===== src/rtl/closer_pkg.sv =====
package closer_pkg;

    typedef enum logic [1:0] {
        PH_IDLE    = 2'd0,
        PH_TRAILER = 2'd1,
        PH_FLAG    = 2'd2
    } phase_e;

    function automatic int unsigned max_u(input int unsigned a, input int unsigned b);
        return (a > b) ? a : b;
    endfunction

endpackage


===== src/rtl/txue_status_latch.sv =====
module txue_status_latch (
    input  logic clk,
    input  logic rst_n,
    input  logic set_i,
    input  logic clr_i,
    output logic txue_o,
    output logic irq_o
);

    typedef struct packed {
        logic txue;
        logic irq;
    } latch_t;

    latch_t st_q, st_d;

    always_comb begin
        st_d = st_q;
        if (set_i)
            st_d.txue = 1'b1;
        else if (clr_i)
            st_d.txue = 1'b0;
        st_d.irq = st_q.txue & ~st_d.txue;
    end

    always_ff @(posedge clk) begin
        if (!rst_n)
            st_q <= '0;
        else
            st_q <= st_d;
    end

    assign txue_o = st_q.txue;
    assign irq_o  = st_q.irq;

    assert_set_wins_R11: assert property (@(posedge clk) disable iff (!rst_n)
        set_i |=> txue_o);
    assert_clear_only_R9: assert property (@(posedge clk) disable iff (!rst_n)
        (clr_i && !set_i) |=> !txue_o);
    assert_irq_on_fall_R9: assert property (@(posedge clk) disable iff (!rst_n)
        $fell(txue_o) |-> irq_o);
    assert_irq_needs_fall_R10: assert property (@(posedge clk) disable iff (!rst_n)
        irq_o |-> (!txue_o && $past(txue_o)));

endmodule


===== src/rtl/closer_sequencer.sv =====
module closer_sequencer
    import closer_pkg::*;
#(
    parameter int unsigned CRC_W    = 16,
    parameter int unsigned ABORT_W  = 8,
    parameter int unsigned FLAG_W   = 8,
    parameter logic [FLAG_W-1:0] FLAG_PAT = 8'h7E
) (
    input  logic             clk,
    input  logic             rst_n,
    input  logic             start_i,
    input  logic             trailer_en_i,
    input  logic             abort_sel_i,
    input  logic [CRC_W-1:0] crc_i,
    input  logic             bit_stb_i,
    output logic             ser_o,
    output logic             busy_o,
    output phase_e           phase_o
);

    localparam int unsigned SH_W  = max_u(max_u(CRC_W, ABORT_W), FLAG_W);
    localparam int unsigned CNT_W = $clog2(SH_W + 1);

    typedef struct packed {
        phase_e             ph;
        logic [SH_W-1:0]    sh;
        logic [CNT_W-1:0]   left;
    } seq_t;

    seq_t q, d;

    logic [SH_W-1:0] abort_fill;
    logic [SH_W-1:0] flag_fill;
    logic [SH_W-1:0] crc_fill;

    for (genvar g = 0; g < SH_W; g++) begin : g_fill
        assign abort_fill[g] = (g < ABORT_W);
        if (g < FLAG_W) begin : g_flag
            assign flag_fill[g] = FLAG_PAT[g];
        end else begin : g_flag_pad
            assign flag_fill[g] = 1'b0;
        end
        if (g < CRC_W) begin : g_crc
            assign crc_fill[g] = crc_i[g];
        end else begin : g_crc_pad
            assign crc_fill[g] = 1'b0;
        end
    end

    always_comb begin
        d = q;
        unique case (q.ph)
            PH_IDLE: begin
                if (start_i) begin
                    if (trailer_en_i) begin
                        d.ph   = PH_TRAILER;
                        d.sh   = abort_sel_i ? abort_fill : crc_fill;
                        d.left = abort_sel_i ? CNT_W'(ABORT_W) : CNT_W'(CRC_W);
                    end else begin
                        d.ph   = PH_FLAG;
                        d.sh   = flag_fill;
                        d.left = CNT_W'(FLAG_W);
                    end
                end
            end
            PH_TRAILER, PH_FLAG: begin
                if (bit_stb_i) begin
                    if (q.left == CNT_W'(1)) begin
                        if (q.ph == PH_TRAILER) begin
                            d.ph   = PH_FLAG;
                            d.sh   = flag_fill;
                            d.left = CNT_W'(FLAG_W);
                        end else begin
                            d.ph   = PH_IDLE;
                            d.sh   = '0;
                            d.left = '0;
                        end
                    end else begin
                        d.sh   = q.sh >> 1;
                        d.left = q.left - CNT_W'(1);
                    end
                end
            end
            default: begin
                d = '0;
            end
        endcase
    end

    always_ff @(posedge clk) begin
        if (!rst_n) begin
            q.ph   <= PH_IDLE;
            q.sh   <= '0;
            q.left <= '0;
        end else begin
            q <= d;
        end
    end

    assign ser_o   = (q.ph == PH_IDLE) ? 1'b1 : q.sh[0];
    assign busy_o  = (q.ph != PH_IDLE);
    assign phase_o = q.ph;

    assert_idle_mark_R7: assert property (@(posedge clk) disable iff (!rst_n)
        !busy_o |-> ser_o);
    assert_hold_between_strobes_R6: assert property (@(posedge clk) disable iff (!rst_n)
        (busy_o && !bit_stb_i) |=> $stable(ser_o));
    assert_flag_end_idle_R7: assert property (@(posedge clk) disable iff (!rst_n)
        (q.ph == PH_FLAG && q.left == CNT_W'(1) && bit_stb_i) |=> !busy_o);
    assert_trailer_to_flag_R3: assert property (@(posedge clk) disable iff (!rst_n)
        (q.ph == PH_TRAILER && q.left == CNT_W'(1) && bit_stb_i) |=> (phase_o == PH_FLAG));

endmodule


===== src/rtl/txue_frame_closer.sv =====
module txue_frame_closer
    import closer_pkg::*;
(
    input  logic        clk,
    input  logic        rst_n,
    input  logic        bit_stb,
    input  logic        queue_empty,
    input  logic        frame_active,
    input  logic        cfg_abort_sel,
    input  logic [15:0] crc_val,
    input  logic        cmd_clr_ue,
    input  logic        cmd_tx_off,
    input  logic        cmd_send_abort,
    output logic        ser_out,
    output logic        busy,
    output logic        txue,
    output logic        irq
);

    logic   close_start;
    logic   set_cause;
    phase_e phase;

    assign close_start = !busy && queue_empty && frame_active;
    assign set_cause   = close_start | cmd_tx_off | cmd_send_abort;

    txue_status_latch u_latch (
        .clk    (clk),
        .rst_n  (rst_n),
        .set_i  (set_cause),
        .clr_i  (cmd_clr_ue),
        .txue_o (txue),
        .irq_o  (irq)
    );

    closer_sequencer #(
        .CRC_W    (16),
        .ABORT_W  (8),
        .FLAG_W   (8),
        .FLAG_PAT (8'h7E)
    ) u_seq (
        .clk          (clk),
        .rst_n        (rst_n),
        .start_i      (close_start),
        .trailer_en_i (!txue),
        .abort_sel_i  (cfg_abort_sel),
        .crc_i        (crc_val),
        .bit_stb_i    (bit_stb),
        .ser_o        (ser_out),
        .busy_o       (busy),
        .phase_o      (phase)
    );

    assert_fresh_edge_trailer_R3: assert property (@(posedge clk) disable iff (!rst_n)
        (close_start && !txue) |=> (phase == PH_TRAILER));
    assert_latched_flag_only_R5: assert property (@(posedge clk) disable iff (!rst_n)
        (close_start && txue) |=> (phase == PH_FLAG));
    assert_start_sets_R2: assert property (@(posedge clk) disable iff (!rst_n)
        close_start |=> (busy && txue));
    assert_cmd_no_tx_R8: assert property (@(posedge clk) disable iff (!rst_n)
        (!busy && !close_start && (cmd_tx_off || cmd_send_abort)) |=> !busy);

endmodule


===== config.mk =====
export PLATFORM = sky130hd
export DESIGN_NAME = txue_frame_closer
export DESIGN_NICKNAME = d
export VERILOG_FILES = /design/src/rtl/closer_pkg.sv /design/src/rtl/txue_status_latch.sv /design/src/rtl/closer_sequencer.sv /design/src/rtl/txue_frame_closer.sv
export SDC_FILE = /design/constraint.sdc
export NUM_CORES = 1
export LEC_CHECK = 0
export ABC_CLOCK_PERIOD_IN_PS = 2000
export BUFFER_PORTS_ARGS = -buffer_cell sky130_fd_sc_hd__clkbuf_2
export CAP_MARGIN = 20
export CORE_ASPECT_RATIO = 0.8
export CORE_MARGIN = 2
export CORE_UTILIZATION = 35
export DETAILED_ROUTE_END_ITERATION = 8
export GPL_TIMING_DRIVEN = 1
export SLEW_MARGIN = 20
export SYNTH_ARGS = -nofsm -noshare
export SYNTH_HDL_FRONTEND = slang
export SYNTH_SLANG_ARGS = --single-unit
export TNS_END_PERCENT = 10

===== constraint.sdc =====
create_clock -name clk -period 2 [get_ports clk]
set_clock_uncertainty 0.15 [all_clocks]
set_input_delay 0.2 -clock clk [delete_from_list [all_inputs] [get_ports clk]]
set_output_delay 0.2 -clock clk [all_outputs]
set_load 0.01 [all_outputs]

==> metrics.csv <==
stage,metric,value,unit
status,outcome,"finished, violations left",
status,failing checks,negative setup slack,
clock_network,cts bufs inserted,3,
final_layout,Multi-input gate area,783,um2
critical_path,WP data arrival,2.05,ns
critical_path,Crit Path Max Fanout,3,
clock_network,TritonCTS clock tree,done,
grt,GR Overflow Total,0,
place,dpl ws,-0.0787,ns
route,DRT Pass-1 Iters,4,
power,Switch Pwr,1.10,mW
place,Detailed Place HPWL,2360,um
floorplanning,num rows,19,
critical_path,Critical Path Sink Type,flip-flop,
route,Final ANT Viol Nets,0,
final_layout,layout net count,207,
sta,Achievable Freq,498,MHz
sta,Final Max Slew Viols,0,
grt,met3 Track Usage GR,4.00,%
power,Sw Ratio,42.2,%
critical_path,Crit path required time,2.05,ns
clock_network,Clock Latency Late Sink,0.27,ns
grt,met1 GRT Util,21.9,%
critical_path,top cell family by delay on the critical path,simple AND/OR/NAND/NOR gates,
logic_synthesis,Netlist cell types,36,
grt,vias in the first global route,1189,
critical_path,critical path startpoint category,flip-flop,
floorplanning,Starting Density,36.9,%
clock_network,Root Buffer Master,clkbuf_8,
clock_network,H-tree depth,1,
sta,final hold violation count,0,
grt,GRT Max-Usage Layer,met2,
clock_network,Hold Buf Count CTS,0,
sta,Finish-stage setup viols,1,
sta,worst hold slack,0.0650,ns
floorplanning,Core Region,3470,um2
final_layout,Reg area,505,um2
grt,first-pass GRT wire length,5380,um
place,I/O Buffers,28,
sta,fin crit period,2.01,ns
final_layout,ant diodes,0,
logic_synthesis,sequential fraction of the synthesis area,39.1,%
power,Int Power,1.50,mW
clock_network,clk sinks,25,
logic_synthesis,Synth Instances,141,
critical_path,worst path buffer plus inverter count,1,
route,DR vias/cell,5.76,
grt,initial antenna violation count,0,
power,Peak VDD IR,0.571,mV
floorplanning,Die H,58.1,um
logic_synthesis,yosys warns,0,
sta,RSZ-0062 raised after global routing,yes,
final_layout,"commonest non-fill, non-tap cell in the layout",clkbuf_2,
power,Flop pwr share,30.0,%
logic_synthesis,Compound-Gate Fraction of Synth Area,30.5,%
flow_run,Max-Cap Viols,0,
logic_synthesis,syn_nets,171,
logic_synthesis,Yosys reg bits,25,
route,vias,1255,
place,Area after DPL,1540,um2
critical_path,crit path cell chain,inv_2 -> ha_4 -> or4b_4 -> and2_4 -> or4_1 -> a21boi_1,
floorplanning,die width,71.6,um
clock_network,Worst-path clk slew,0.09,ns
logic_synthesis,synthesized area per cell,9.09,um2
grt,GRT met2 Usage,26.7,%
place,Placer Congestion,0.806,
clock_network,setup bufs post-CTS,0,
power,Comb power frac,58.3,%
power,overall power,2.60,mW
power,Clk network pwr share,11.7,%
grt,largest net degree at the start of global routing,16,
sta,"Period Utilization, post-route",100,%
critical_path,Critical-path top delay cell,or4_1,
sta,post-route worst setup slack,-0.00686,ns
final_layout,synth-to-layout area growth,28.8,%
final_layout,Final Cell Area,1650,um2
floorplanning,IO Pins,29,
route,DR WL/cell,15.0,um
logic_synthesis,post-synthesis mux area share,1.56,%
logic_synthesis,Post-Synth Adder-Cell Area,4.88,%
final_layout,"commonest cells after routing, fill and taps aside","clkbuf_2, dfxtp_1, o2bb2ai_1, buf_4",
route,drt initial violations,54,
logic_synthesis,"share of synthesized cell area in and, or, nand and nor gates",18.7,%
logic_synthesis,main combinational cell family by area after synthesis,compound AO/OA/AOI/OAI gates,
final_layout,# fillers,353,
logic_synthesis,XOR/XNOR Fraction of Synth Area,0,%
route,Routed Wire Length,3260,um
final_layout,post-layout util,47.5,%
critical_path,Setup Crit Path Kind,reg2reg,
floorplanning,DIE AREA,4160,um2
logic_synthesis,Synth Cell Area,1280,um2
grt,gr usage total,16.2,%
sta,Max-slew headroom,76.1,%
power,Leakage,0.656,nW
power,pwr dens,1580,nW/um2
clock_network,Bufs on Longest Clock Path,2,
route,drt drc,0,
final_layout,share of layout cells above drive strength 1,37.5,%
hold_path,worst hold-check path type,in2reg,
critical_path,CP max stage delay,0.50,ns
sta,worst slew pin tran,0.356,ns
path summary, 6_finish.rpt:
| kind | cells after the start | startpoint | slack (ns) | end |
|---|---|---|---|---|
| setup / recovery | 6 | u_seq.q[1] | -0.007 | u_seq.phase_o[0] |
| hold / removal | 3 | crc_val[12] | 0.07 | u_seq.q[17] |
| setup reg to reg | 6 | u_seq.q[1] | -0.007 | u_seq.phase_o[0] |
| hold reg to reg | 1 | u_seq.q[13] | 0.33 | u_seq.q[13] |
routing by layer:
layer | share of wire, % | vias to the layer above
li1 | - | 603
met1 | 47 | 608
met2 | 47 | 40
met3 | 5.4 | 4
met4 | 1.0 | 0
met5 | 0 | -
through the flow:
stage / cells / setup TNS (ns)
CTS: 218 / 0
global placement: 214 / -0.0235
global route: 218 / -0.125
detailed placement: 214 / -0.278
floorplan: 141 / -0.0230
finish: 218 / -0.00686
cell families after synthesis:
| kind of cell | after synthesis |
|---|---|
| simple gates | 42 |
| fa+ha+maj | 5 |
| flops | 25 |
| buf+inv | 17 |
| compound gates | 50 |
| mux | 2 |
repair_timing:
item	in CTS	in global routing
setup endpoints to repair	8	18
resized for setup	7	10
pin swaps	2	7
Yosys cell counts, drive strengths merged:
master   count  share of area, %
dfxtp       25                39
o2bb2ai     15                10
nor2         8               2.3
a22oi        7               4.1
inv          7               2.1
or3          7               3.4
a221oi       6               4.1
clkbuf       6               1.8
o21ai        6               2.3
a21boi       5               2.9
ha           5               4.9
nand2        5               1.5
buf          4               1.6
nand3        4               1.6
a21oi        3               1.2
and2         3               1.5
nand2b       3               1.5
and4         2               1.4
mux2i        2               1.6
nor2b        2              0.98
or2          2              0.98
a2bb2oi      1              0.68
a311oi       1              0.68
a31o         1              0.68
and3         1              0.49
nor3         1              0.39
nor3b        1              0.59
nor4         1              0.49
o2111a       1              0.88
o21a         1              0.59
o221ai       1              0.68
o311a        1              0.78
o31ai        1              0.59
or4          1              0.59
or4b         1               1.1
worst register-to-register path, cell delays in order (launching register included):
cell and delay (ns):
dfxtp_2 0.34, inv_2 0.07, ha_4 0.12, or4b_4 0.46
and2_4 0.16, or4_1 0.50, a21boi_1 0.13
registers in the layout (all words and copies together) (netlist names):
name	count
u_latch.irq_o	1
u_latch.txue_o	1
u_seq.phase_o	2
u_seq.q	21
area by class of cell:
class | instances | area share (%)
Sequential cell | 25 | 30.6
Multi-Input combinational cell | 99 | 47.5
Tap cell | 42 | 3.18
Timing Repair Buffer | 41 | 14.4
Clock buffer | 4 | 2.73
Inverter | 7 | 1.59
power groups by stage:
stage,clock network [mW],logic (mW),registers (mW)
finish,0.305,1.51,0.781
global route,0.331,1.67,0.801
CTS,0.316,1.41,0.765
detailed placement,0,1.36,0.767
global placement,0,1.34,0.762
floorplan,0,0.954,0.744
Note: power is estimated with default switching activity, not from simulation.
